File: config.mk
export PLATFORM = sky130hd
export DESIGN_NAME = sfg_status_unit
export DESIGN_NICKNAME = d
export VERILOG_FILES = /design/src/rtl/sfg_pkg.sv /design/src/rtl/sfg_arith.sv /design/src/rtl/sfg_flag_eval.sv /design/src/rtl/sfg_flag_reg.sv /design/src/rtl/sfg_status_unit.sv
export SDC_FILE = /design/constraint.sdc
export NUM_CORES = 1
export LEC_CHECK = 0
export BUFFER_PORTS_ARGS = -buffer_cell sky130_fd_sc_hd__buf_2
export CELL_PAD_IN_SITES_DETAIL_PLACEMENT = 2
export CELL_PAD_IN_SITES_GLOBAL_PLACEMENT = 2
export CORE_UTILIZATION = 29
export DETAILED_ROUTE_END_ITERATION = 10
export PLACE_DENSITY = 0.94
export SLEW_MARGIN = 15
export SYNTH_ARGS = -nofsm -noshare
export SYNTH_HDL_FRONTEND = slang
export SYNTH_SLANG_ARGS = --single-unit
File: constraint.sdc
create_clock -name clk -period 6.7 [get_ports clk]
set_input_delay 1.005 -clock clk [delete_from_list [all_inputs] [get_ports clk]]
set_output_delay 1.005 -clock clk [all_outputs]
set_load 0.02 [all_outputs]
File: src/rtl/sfg_pkg.sv
// Shared types and constants for the status flag generator.
// Assumes a 32-bit datapath and a 16-bit flags word with fixed bit positions.
package sfg_pkg;
    localparam int DATA_W    = 32;
    localparam int FLAGS_W   = 16;
    localparam int LANE_BASE = 8;
    localparam int NUM_LANES = 3;
    localparam int NUM_AF    = 6;  // arithmetic flags: C P A Z S O
    localparam int NUM_CTL   = 3;  // direction, interrupt, single-step
    localparam int POL_W     = 2;
    localparam logic [FLAGS_W-1:0] USED_MASK = 16'h0FD5;

    typedef enum logic [2:0] {
        OP_ADD = 3'd0, OP_ADC = 3'd1, OP_SUB = 3'd2, OP_SBB = 3'd3,
        OP_AND = 3'd4, OP_OR  = 3'd5, OP_XOR = 3'd6, OP_RSV = 3'd7
    } alu_op_e;

    typedef enum logic [POL_W-1:0] {
        POL_CALC = 2'd0, POL_ZERO = 2'd1, POL_ONE = 2'd2, POL_KEEP = 2'd3
    } flag_pol_e;

    // Bit position of arithmetic flag k (order C P A Z S O).
    function automatic int af_pos(input int k);
        case (k)
            0: af_pos = 0;
            1: af_pos = 2;
            2: af_pos = 4;
            3: af_pos = 6;
            4: af_pos = 7;
            default: af_pos = 11;
        endcase
    endfunction

    // Bit position of control bit j (order direction, interrupt, single-step).
    function automatic int ctl_pos(input int j);
        ctl_pos = 10 - j;
    endfunction
endpackage

File: src/rtl/sfg_arith.sv
// Result datapath: one add/logic lane per operand size, then a size select.
// Assumes the lane widths are LANE_BASE doubled per lane, the last lane being DATA_W.
// Raw carry, overflow, sign and zero come from the selected lane.
module sfg_arith
    import sfg_pkg::*;
(
    input  logic [2:0]        op_code,
    input  logic [1:0]        op_size,
    input  logic [DATA_W-1:0] opnd_a,
    input  logic [DATA_W-1:0] opnd_b,
    input  logic              carry_in,
    output logic [DATA_W-1:0] result,
    output logic              c_raw,
    output logic              o_raw,
    output logic              s_raw,
    output logic              z_raw,
    output logic              is_logic
);
    logic              is_sub;
    logic              use_cin;
    logic              cin_eff;
    logic [DATA_W-1:0] lane_res [NUM_LANES];
    logic [NUM_LANES-1:0] lane_c, lane_o, lane_s, lane_z;
    int unsigned       sel;

    // Decode the operation class and the effective carry-in.
    always_comb begin
        is_sub   = (op_code == OP_SUB) || (op_code == OP_SBB);
        use_cin  = (op_code == OP_ADC) || (op_code == OP_SBB);
        is_logic = (op_code == OP_AND) || (op_code == OP_OR) || (op_code == OP_XOR);
        cin_eff  = is_sub ? ~(use_cin & carry_in) : (use_cin & carry_in);
    end

    for (genvar i = 0; i < NUM_LANES; i++) begin : g_lane
        localparam int W = LANE_BASE << i;
        logic [W-1:0] a_w, b_eff, r_w;
        logic [W:0]   sum;
        // Per-lane add (subtract via inverted operand) and logic result.
        always_comb begin
            a_w   = opnd_a[W-1:0];
            b_eff = is_sub ? ~opnd_b[W-1:0] : opnd_b[W-1:0];
            sum   = {1'b0, a_w} + {1'b0, b_eff} + {{W{1'b0}}, cin_eff};
            case (op_code)
                OP_AND:  r_w = a_w & opnd_b[W-1:0];
                OP_OR:   r_w = a_w | opnd_b[W-1:0];
                OP_XOR:  r_w = a_w ^ opnd_b[W-1:0];
                OP_RSV:  r_w = '0;
                default: r_w = sum[W-1:0];
            endcase
            lane_res[i] = DATA_W'(r_w);
            lane_c[i]   = is_logic ? 1'b0 : (sum[W] ^ is_sub);
            lane_o[i]   = is_logic ? 1'b0 :
                          ((a_w[W-1] == b_eff[W-1]) && (sum[W-1] != a_w[W-1]));
            lane_s[i]   = r_w[W-1];
            lane_z[i]   = (r_w == '0);
        end
    end

    // Pick the lane named by the size code; codes above the last lane use the widest.
    always_comb begin
        sel    = (op_size >= 2'(NUM_LANES - 1)) ? NUM_LANES - 1 : int'(op_size);
        result = lane_res[sel];
        c_raw  = lane_c[sel];
        o_raw  = lane_o[sel];
        s_raw  = lane_s[sel];
        z_raw  = lane_z[sel];
    end
endmodule

File: src/rtl/sfg_flag_eval.sv
// Forms the computed arithmetic flags and applies the per-flag policy.
// Assumes the flag order C P A Z S O and that a held flag is taken from cur_flags.
module sfg_flag_eval
    import sfg_pkg::*;
(
    input  logic [DATA_W-1:0]        opnd_a,
    input  logic [DATA_W-1:0]        opnd_b,
    input  logic [DATA_W-1:0]        result,
    input  logic                     c_raw,
    input  logic                     o_raw,
    input  logic                     s_raw,
    input  logic                     z_raw,
    input  logic                     is_logic,
    input  logic [NUM_AF*POL_W-1:0]  flag_policy,
    input  logic [FLAGS_W-1:0]       cur_flags,
    output logic [NUM_AF-1:0]        af_next
);
    logic [NUM_AF-1:0] calc;
    logic [NUM_AF-1:0] keep_on_calc;

    // Computed values; the nibble carry is kept on logic operations.
    always_comb begin
        calc         = {o_raw, s_raw, z_raw,
                        opnd_a[4] ^ opnd_b[4] ^ result[4],
                        ~^result[7:0], c_raw};
        keep_on_calc = {3'b000, is_logic, 2'b00};
    end

    for (genvar k = 0; k < NUM_AF; k++) begin : g_pol
        localparam int P = af_pos(k);
        flag_pol_e pol;
        // Select the new value of flag k according to its policy field.
        always_comb begin
            pol = flag_pol_e'(flag_policy[k*POL_W +: POL_W]);
            case (pol)
                POL_CALC: af_next[k] = keep_on_calc[k] ? cur_flags[P] : calc[k];
                POL_ZERO: af_next[k] = 1'b0;
                POL_ONE:  af_next[k] = 1'b1;
                default:  af_next[k] = cur_flags[P];
            endcase
        end
    end
endmodule

File: src/rtl/sfg_flag_reg.sv
// The flags word register: whole-word load, then ALU update and control strobes.
// Assumes strobes and ALU updates touch disjoint bits; clear beats set.
module sfg_flag_reg
    import sfg_pkg::*;
(
    input  logic               clk,
    input  logic               rst_n,
    input  logic               load_en,
    input  logic [FLAGS_W-1:0] load_word,
    input  logic               alu_upd,
    input  logic [NUM_AF-1:0]  af_next,
    input  logic [NUM_CTL-1:0] ctl_set,
    input  logic [NUM_CTL-1:0] ctl_clr,
    output logic [FLAGS_W-1:0] flags
);
    logic [FLAGS_W-1:0] nxt;

    // Merge the ALU update and the control strobes into the next word.
    always_comb begin
        nxt = flags;
        if (alu_upd) begin
            for (int k = 0; k < NUM_AF; k++) nxt[af_pos(k)] = af_next[k];
        end
        for (int j = 0; j < NUM_CTL; j++) begin
            nxt[ctl_pos(j)] = (flags[ctl_pos(j)] | ctl_set[j]) & ~ctl_clr[j];
        end
    end

    // Register the word; reset clears it, a load overrides everything else.
    always_ff @(posedge clk) begin
        if (!rst_n)       flags <= '0;
        else if (load_en) flags <= load_word & USED_MASK;
        else              flags <= nxt & USED_MASK;
    end
endmodule

File: src/rtl/sfg_status_unit.sv
// Top of the status flag generator: datapath, policy stage and flags register.
// Assumes the caller holds inputs stable around the clock edge.
module sfg_status_unit
    import sfg_pkg::*;
(
    input  logic                     clk,
    input  logic                     rst_n,
    input  logic                     op_valid,
    input  logic [2:0]               op_code,
    input  logic [1:0]               op_size,
    input  logic [DATA_W-1:0]        opnd_a,
    input  logic [DATA_W-1:0]        opnd_b,
    input  logic [NUM_AF*POL_W-1:0]  flag_policy,
    input  logic [NUM_CTL-1:0]       ctl_set,
    input  logic [NUM_CTL-1:0]       ctl_clr,
    input  logic                     load_en,
    input  logic [FLAGS_W-1:0]       load_word,
    output logic [DATA_W-1:0]        result,
    output logic [FLAGS_W-1:0]       flags
);
    logic              c_raw, o_raw, s_raw, z_raw, is_logic;
    logic [NUM_AF-1:0] af_next;
    logic              alu_upd;

    assign alu_upd = op_valid && (op_code != OP_RSV);

    sfg_arith u_arith (
        .op_code (op_code),
        .op_size (op_size),
        .opnd_a  (opnd_a),
        .opnd_b  (opnd_b),
        .carry_in(flags[0]),
        .result  (result),
        .c_raw   (c_raw),
        .o_raw   (o_raw),
        .s_raw   (s_raw),
        .z_raw   (z_raw),
        .is_logic(is_logic)
    );

    sfg_flag_eval u_eval (
        .opnd_a     (opnd_a),
        .opnd_b     (opnd_b),
        .result     (result),
        .c_raw      (c_raw),
        .o_raw      (o_raw),
        .s_raw      (s_raw),
        .z_raw      (z_raw),
        .is_logic   (is_logic),
        .flag_policy(flag_policy),
        .cur_flags  (flags),
        .af_next    (af_next)
    );

    sfg_flag_reg u_reg (
        .clk      (clk),
        .rst_n    (rst_n),
        .load_en  (load_en),
        .load_word(load_word),
        .alu_upd  (alu_upd),
        .af_next  (af_next),
        .ctl_set  (ctl_set),
        .ctl_clr  (ctl_clr),
        .flags    (flags)
    );
endmodule

# == Yosys cells after proc, flatten, opt, wreduce, memory -nomap -nowiden ==
# Cells that the tools add are included.
# totals
wordCells,161
ff_bits,12
# classes
eq_ne,26
add_sub_neg,6
magnitude_cmp,15
n_mux,58
n_reduce_logical,25
bitwise,29
# ops
cell,n
32-bit 2-to-1 mux,9
32-bit by 1-bit >= comparator with 1-bit output (second input constant),6
32-bit by 6-bit < comparator with 1-bit output (second input constant),6
32-bit case mux with 4 select lines,1
16-bit bitwise mux,6
32-bit binary-select mux with 2-bit select,1
16-bit case mux with 4 select lines,1
32-bit by 32-bit adder with 33-bit output,1
33-bit by 1-bit adder with 33-bit output,1
33-bit by 3-bit >= comparator with 1-bit output (second input constant),1
32-bit inverter with 33-bit output,1
32-bit bitwise AND,1
32-bit zero test,1
32-bit by 3-bit < comparator with 1-bit output (second input constant),1
32-bit inverter,1
32-bit OR,1
8-bit case mux with 4 select lines,1
32-bit bitwise XOR,1
1-bit demux with 4-bit select,6
12-bit 2-to-1 mux,2
1-bit 2-to-1 mux,18
1-bit case mux with 3 select lines,6
16-bit by 16-bit adder with 17-bit output,1
17-bit by 1-bit adder with 17-bit output,1
other kinds (34),84

# == Depth between registers and ports, before layout ==
# logic_depth
depth_word,19
depth_mapped,22

# == By module ==
# From an unflattened synthesis, not the netlist that was laid out.
# hier_totals
hier_cells,722
area_unflattened_um2,5197.5
# modules_own_cells
mod,cells_each,seq_area_each_um2,n_inst,area_each_um2
sfg_arith,639,0.0,1,4564.4
sfg_flag_reg,50,180.2,1,440.4
sfg_flag_eval,31,0.0,1,182.7
sfg_status_unit,2,0.0,1,10.0

# == Least setup slack after synthesis ==
# Ideal clock, no wire load.
# synth_path
kind,input-to-output
from,in op_code[2]
to,out result[28]
arrival_time_ps,5414
slack_ps,281
stages,19
required_time_ps,5695
cell_sequence,buf_2 inv_1 clkbuf_1 clkbuf_1 clkbuf_1 nand2_1 buf_1 xnor2_1 fa_1 inv_1 fa_1 nand2b_1 a211oi_4 o2111ai_1 a31oi_1 o21ai_0 a21oi_1 mux2i_1 nor3_1
# synth_between
elab_chain_cells,10
elab_cells_between_ends,19
# synth_rtl
item,line_no,rtl
from (decl),sfg_status_unit.sv:9,"input logic [2:0] op_code,"
branches (longest 6 deep; another with 32-bit by 32-bit adder with 33-bit output),--,
32-bit case mux with 4 select lines *,sfg_arith.sv:43,case (op_code)
32-bit binary-select mux with 2-bit select *,sfg_arith.sv:62,result = lane_res[sel];
32-bit 2-to-1 mux (implied by the code) * (2 in series),sfg_arith.sv:62,
to (decl),sfg_status_unit.sv:18,"output logic [DATA_W-1:0] result,"
# Mark *: on every way between the ends. The select of a mux whose other input is x is not followed.

# == Final worst setup path ==
# layout_path
from,in op_code[1]
to,out result[30]
# Same word-level chain as after synthesis.

==> metrics.md <==
| Metric | Value |
|---|---|
| Final Setup Violations | 0 |
| Initial drt markers | 221 |
| Number of different library cells in the post-synthesis netlist | 79 |
| Endpoint arrival time on the critical path | 5010 ps |
| Floorplan die width | 142 um |
| Footprint of the multi-input gates | 0.00493 sq mm |
| Via count normalized by instance count | 5.47 |
| Post-Synth Simple-Gate Area | 0.230 |
| Placeable Area | 0.0190 sq mm |
| Origin of the worst min-delay path | u_reg.flags[7] |
| TritonCTS clock tree | built |
| Sink count of the clock tree | 9 |
| Number of buffers added on ports | 140 |
| Element type at the critical path start | input pin |
| Share of the synthesized area in the top cell type | 0.240 |
| Routed len/inst | 19.3 um |
| Biggest area contributors in the synthesized netlist | sky130_fd_sc_hd__ha_1 24%, sky130_fd_sc_hd__xnor2_1 7.1%, sky130_fd_sc_hd__inv_1 6.6% |
| Number of cells in the design after placement | 1,208 |
| Number of iterations in the first detailed-routing pass | 4 |
| Unrepaired setup endpoints after global routing | no |
| Half-perimeter wire length after placement | 19,600 um |
| Combinational family with the most area after synthesis | compound AO/OA/AOI/OAI gates |
| Type of the most critical hold path | flip-flop to flip-flop |
| Routed wire length | 23,400 um |
| Area growth from synthesis to layout | 17.3% |
| Slowest stage cell on the critical path | sky130_fd_sc_hd__o21ai_0 |
| TNS Setup | 0 ps |
| Count of antenna diodes in the layout | 0 |
| Critical path required time | 5690 ps |
| Wire length of the first global-routing pass | 37,100 um |
| Number of stages on the worst hold path | 2 |
| Sequential area share after synthesis | 0.0317 |
| Asr flop ratio synth | 0 |
| Number of cells on the worst reg-to-reg path | 17 |
| CP cell instances | buf_2, nand2_2, buf_4, xnor2_1, inv_1, fa_1, nand2b_1, a211oi_4, o2111ai_1, nand3_1, o21ai_0, o21ai_0, xnor2_1, o21ai_0, and2_1, buf_2 |
| Post-route design area | 0.00666 sq mm |
| Setup crit end | result[30] |
| Worst ir drop on vdd | 0.0000598 V |
| Remaining design rule violation count | 0 |
| Vias in the first global route | 7,211 |
| Post-CTS Setup Inserts | 0 |
| Result of the run | complete, no violations |
| Clk buf depth | 2 |
| Number of clock buffers inserted by TritonCTS | 3 |
| Xor/xnor cell area share of the yosys netlist | 0.0826 |
| Slew Limit Headroom | 0.442 |
| Master cell of the clock root buffer | sky130_fd_sc_hd__clkbuf_16 |
| Crit Reg-Reg Endpoint | u_reg.flags[6] |
| Critical path's largest stage delay | 470 ps |
| Post-Synth Adder-Cell Area | 0.247 |
| Net total in the final layout | 1,171 |
| Number of pins with negative max-slew slack in the final report | 0 |
| CTS H-tree lvls | 1 |
| Num rows | 50 |
| Peak Freq | 166 MHz |
| Library cell occupying the most area in the post-synthesis netlist | sky130_fd_sc_hd__ha_1 |
| Synth Cell Area | 0.00568 sq mm |
| Total power per unit cell area | 134 mW/mm^2 |
| Flop and latch count out of synthesis | 9 |
| Post-synthesis instance total | 839 |
| Max FFs per register | 9 |
| Post-cts repair resize count | 0 |
| Starting Density | 0.300 |
| Register containing the most flip-flops in the final layout | u_reg.flags |
| Warnings from Yosys | 0 |
| Average instance area after synthesis | 6.77 sq um |
| Most used flip-flop cell after synthesis | sky130_fd_sc_hd__dfxtp_1 |
| Pin slew with the least headroom to its limit | 828 ps |
| Worst setup path category | input pin to output pin |
| Worst setup slack for register-to-register paths | 1960 ps |
| Crit share post-route | 0.898 |
| Height of the chip | 142 um |
| Total congestion overflow | 0 |
| Most prevalent standard cell on the critical path | sky130_fd_sc_hd__o21ai_0 |
| CTS clock-pin slew for the worst setup and hold paths | 40 ps |
| Complex-gate fraction of the synthesized area | 0.284 |
| Endpoint kind of the worst setup timing path | output pin |
| Total global-route track usage | 0.230 |
| Largest net degree at the start of global routing | 64 |
| Number of nets with antenna violations after detailed routing | 0 |
| Area after DPL | 0.00658 sq mm |
| Worst clock skew | 1.63 ps |
| Ports placed on the boundary | 155 |
| Setup crit start | op_code[1] |
| Clock insertion delay at the later pin of the skew report | 240 ps |
| LEAKAGE | 3.33 nW |
| # hold bufs at CTS | 0 |
| Most common cell in the netlist | sky130_fd_sc_hd__ha_1 |
| Number of antenna violations at the first check in global routing | 1 |
| Via count | 6,628 |
| Most used standard cells in the synthesized netlist | 109 x sky130_fd_sc_hd__ha_1, 100 x sky130_fd_sc_hd__inv_1, 83 x sky130_fd_sc_hd__nand2_1 |
| Number of hold violations in the final report | 0 |
| Launch point of the worst reg-to-reg path | u_reg.flags[0] |
| Clock period minus final worst setup slack | 6020 ps |
| Non-Filler Instances | 1,212 |
| Die area | 0.0201 sq mm |
| Maximum fanout along the worst path | 21 |
| Number of filler instances in the final layout | 2,307 |
| Combined flip-flop and latch cell area | 180 sq um |
| Number of max-capacitance violations reported | 0 |
| Global placement routability congestion | 0.913 |
| Number of enable-type register cells in the synthesized netlist | 0 |
| Multiplexer area fraction after synthesis | 0.0178 |
| Ratio of cells with drive above 1 in the final layout | 0.176 |
| Registers with the most flip-flops | u_reg.flags (9) |
[routing by layer]
metal | global-route usage | vias up | wire (um)
met2 | 0.437 | 166 | 11900
li1 | - | 3159 | -
met4 | 0.0713 | 2 | 638
met1 | 0.269 | 3255 | 10000
met3 | 0.0196 | 46 | 847
met5 | 0 | - | 12
[placed cells by master (no fill, tap or decap), types with 7 or more instances in the layout]
cell type	netlist	final
sky130_fd_sc_hd__nand2_1	83	82
sky130_fd_sc_hd__nand3_1	17	17
sky130_fd_sc_hd__dfxtp_1	9	9
sky130_fd_sc_hd__a31oi_1	11	11
sky130_fd_sc_hd__a211oi_1	18	18
sky130_fd_sc_hd__buf_2	9	140
sky130_fd_sc_hd__nor3_1	20	20
sky130_fd_sc_hd__o211ai_1	11	11
sky130_fd_sc_hd__nor2_1	59	59
sky130_fd_sc_hd__nor2b_1	9	8
sky130_fd_sc_hd__o21ai_0	63	63
sky130_fd_sc_hd__o21a_1	10	10
sky130_fd_sc_hd__mux2i_1	9	9
sky130_fd_sc_hd__and2_1	15	15
sky130_fd_sc_hd__a21o_1	15	15
sky130_fd_sc_hd__buf_4	8	9
sky130_fd_sc_hd__nand2b_1	14	14
sky130_fd_sc_hd__ha_1	109	109
sky130_fd_sc_hd__conb_1	1	7
sky130_fd_sc_hd__nand4_1	8	8
sky130_fd_sc_hd__o2111ai_1	7	7
sky130_fd_sc_hd__a21oi_1	56	56
sky130_fd_sc_hd__inv_1	100	100
sky130_fd_sc_hd__xnor2_1	46	46
[critical path: cells and delay by family]
family                     cells  cell delay (ps)
adders and majority gates      1              400
AOI/OAI and AO/OA              5             1550
and+or+nand+nor                4              750
xor gates and xnor gates       2              360
buffers and inverters          4              920
[power by group]
group | internal, mW | total (mW) | switching (mW)
logic | 0.268 | 0.722 | 0.453
registers | 0.0582 | 0.0614 | 0.00326
clock network | 0.0797 | 0.107 | 0.0274
[layout make-up]
cell class	instances	share of cell area
clock buffer	4	0.0118
inverter	101	0.0569
multi-input combinational	689	0.740
sequential	9	0.0270
tap	260	0.0488
timing repair buffer	149	0.115
[logic make-up after synthesis]
| logic type | Yosys count |
|---|---|
| compound gates | 246 |
| xor+xnor | 52 |
| buf+inv | 147 |
| fa+ha+maj | 111 |
| flops | 9 |
| simple gates | 263 |
| other cells | 1 |
| mux | 10 |
[per-stage QoR]
| step | hold slack, ps | total power [mW] | utilization | worst slack (ps) |
|---|---|---|---|---|
| after global routing | 568 | 0.961 | 0.351 | 357 |
| final | 516 | 0.890 | 0.351 | 681 |
| after floorplan | 566 | 0.543 | - | 281 |
| after global placement | 491 | 0.736 | 0.347 | 884 |
| after CTS | 519 | 0.892 | 0.351 | 643 |
| after detailed placement | 510 | 0.779 | 0.347 | 661 |
[worst min path at each step]
stage | endpoint | slack (ps)
global placement | u_reg.flags[7] | 490
global route | u_reg.flags[7] | 570
CTS | u_reg.flags[7] | 520
finish | u_reg.flags[7] | 520
floorplan | u_reg.flags[7] | 570
detailed placement | u_reg.flags[7] | 510
No activity file was read; power rests on OpenSTA's default activity.
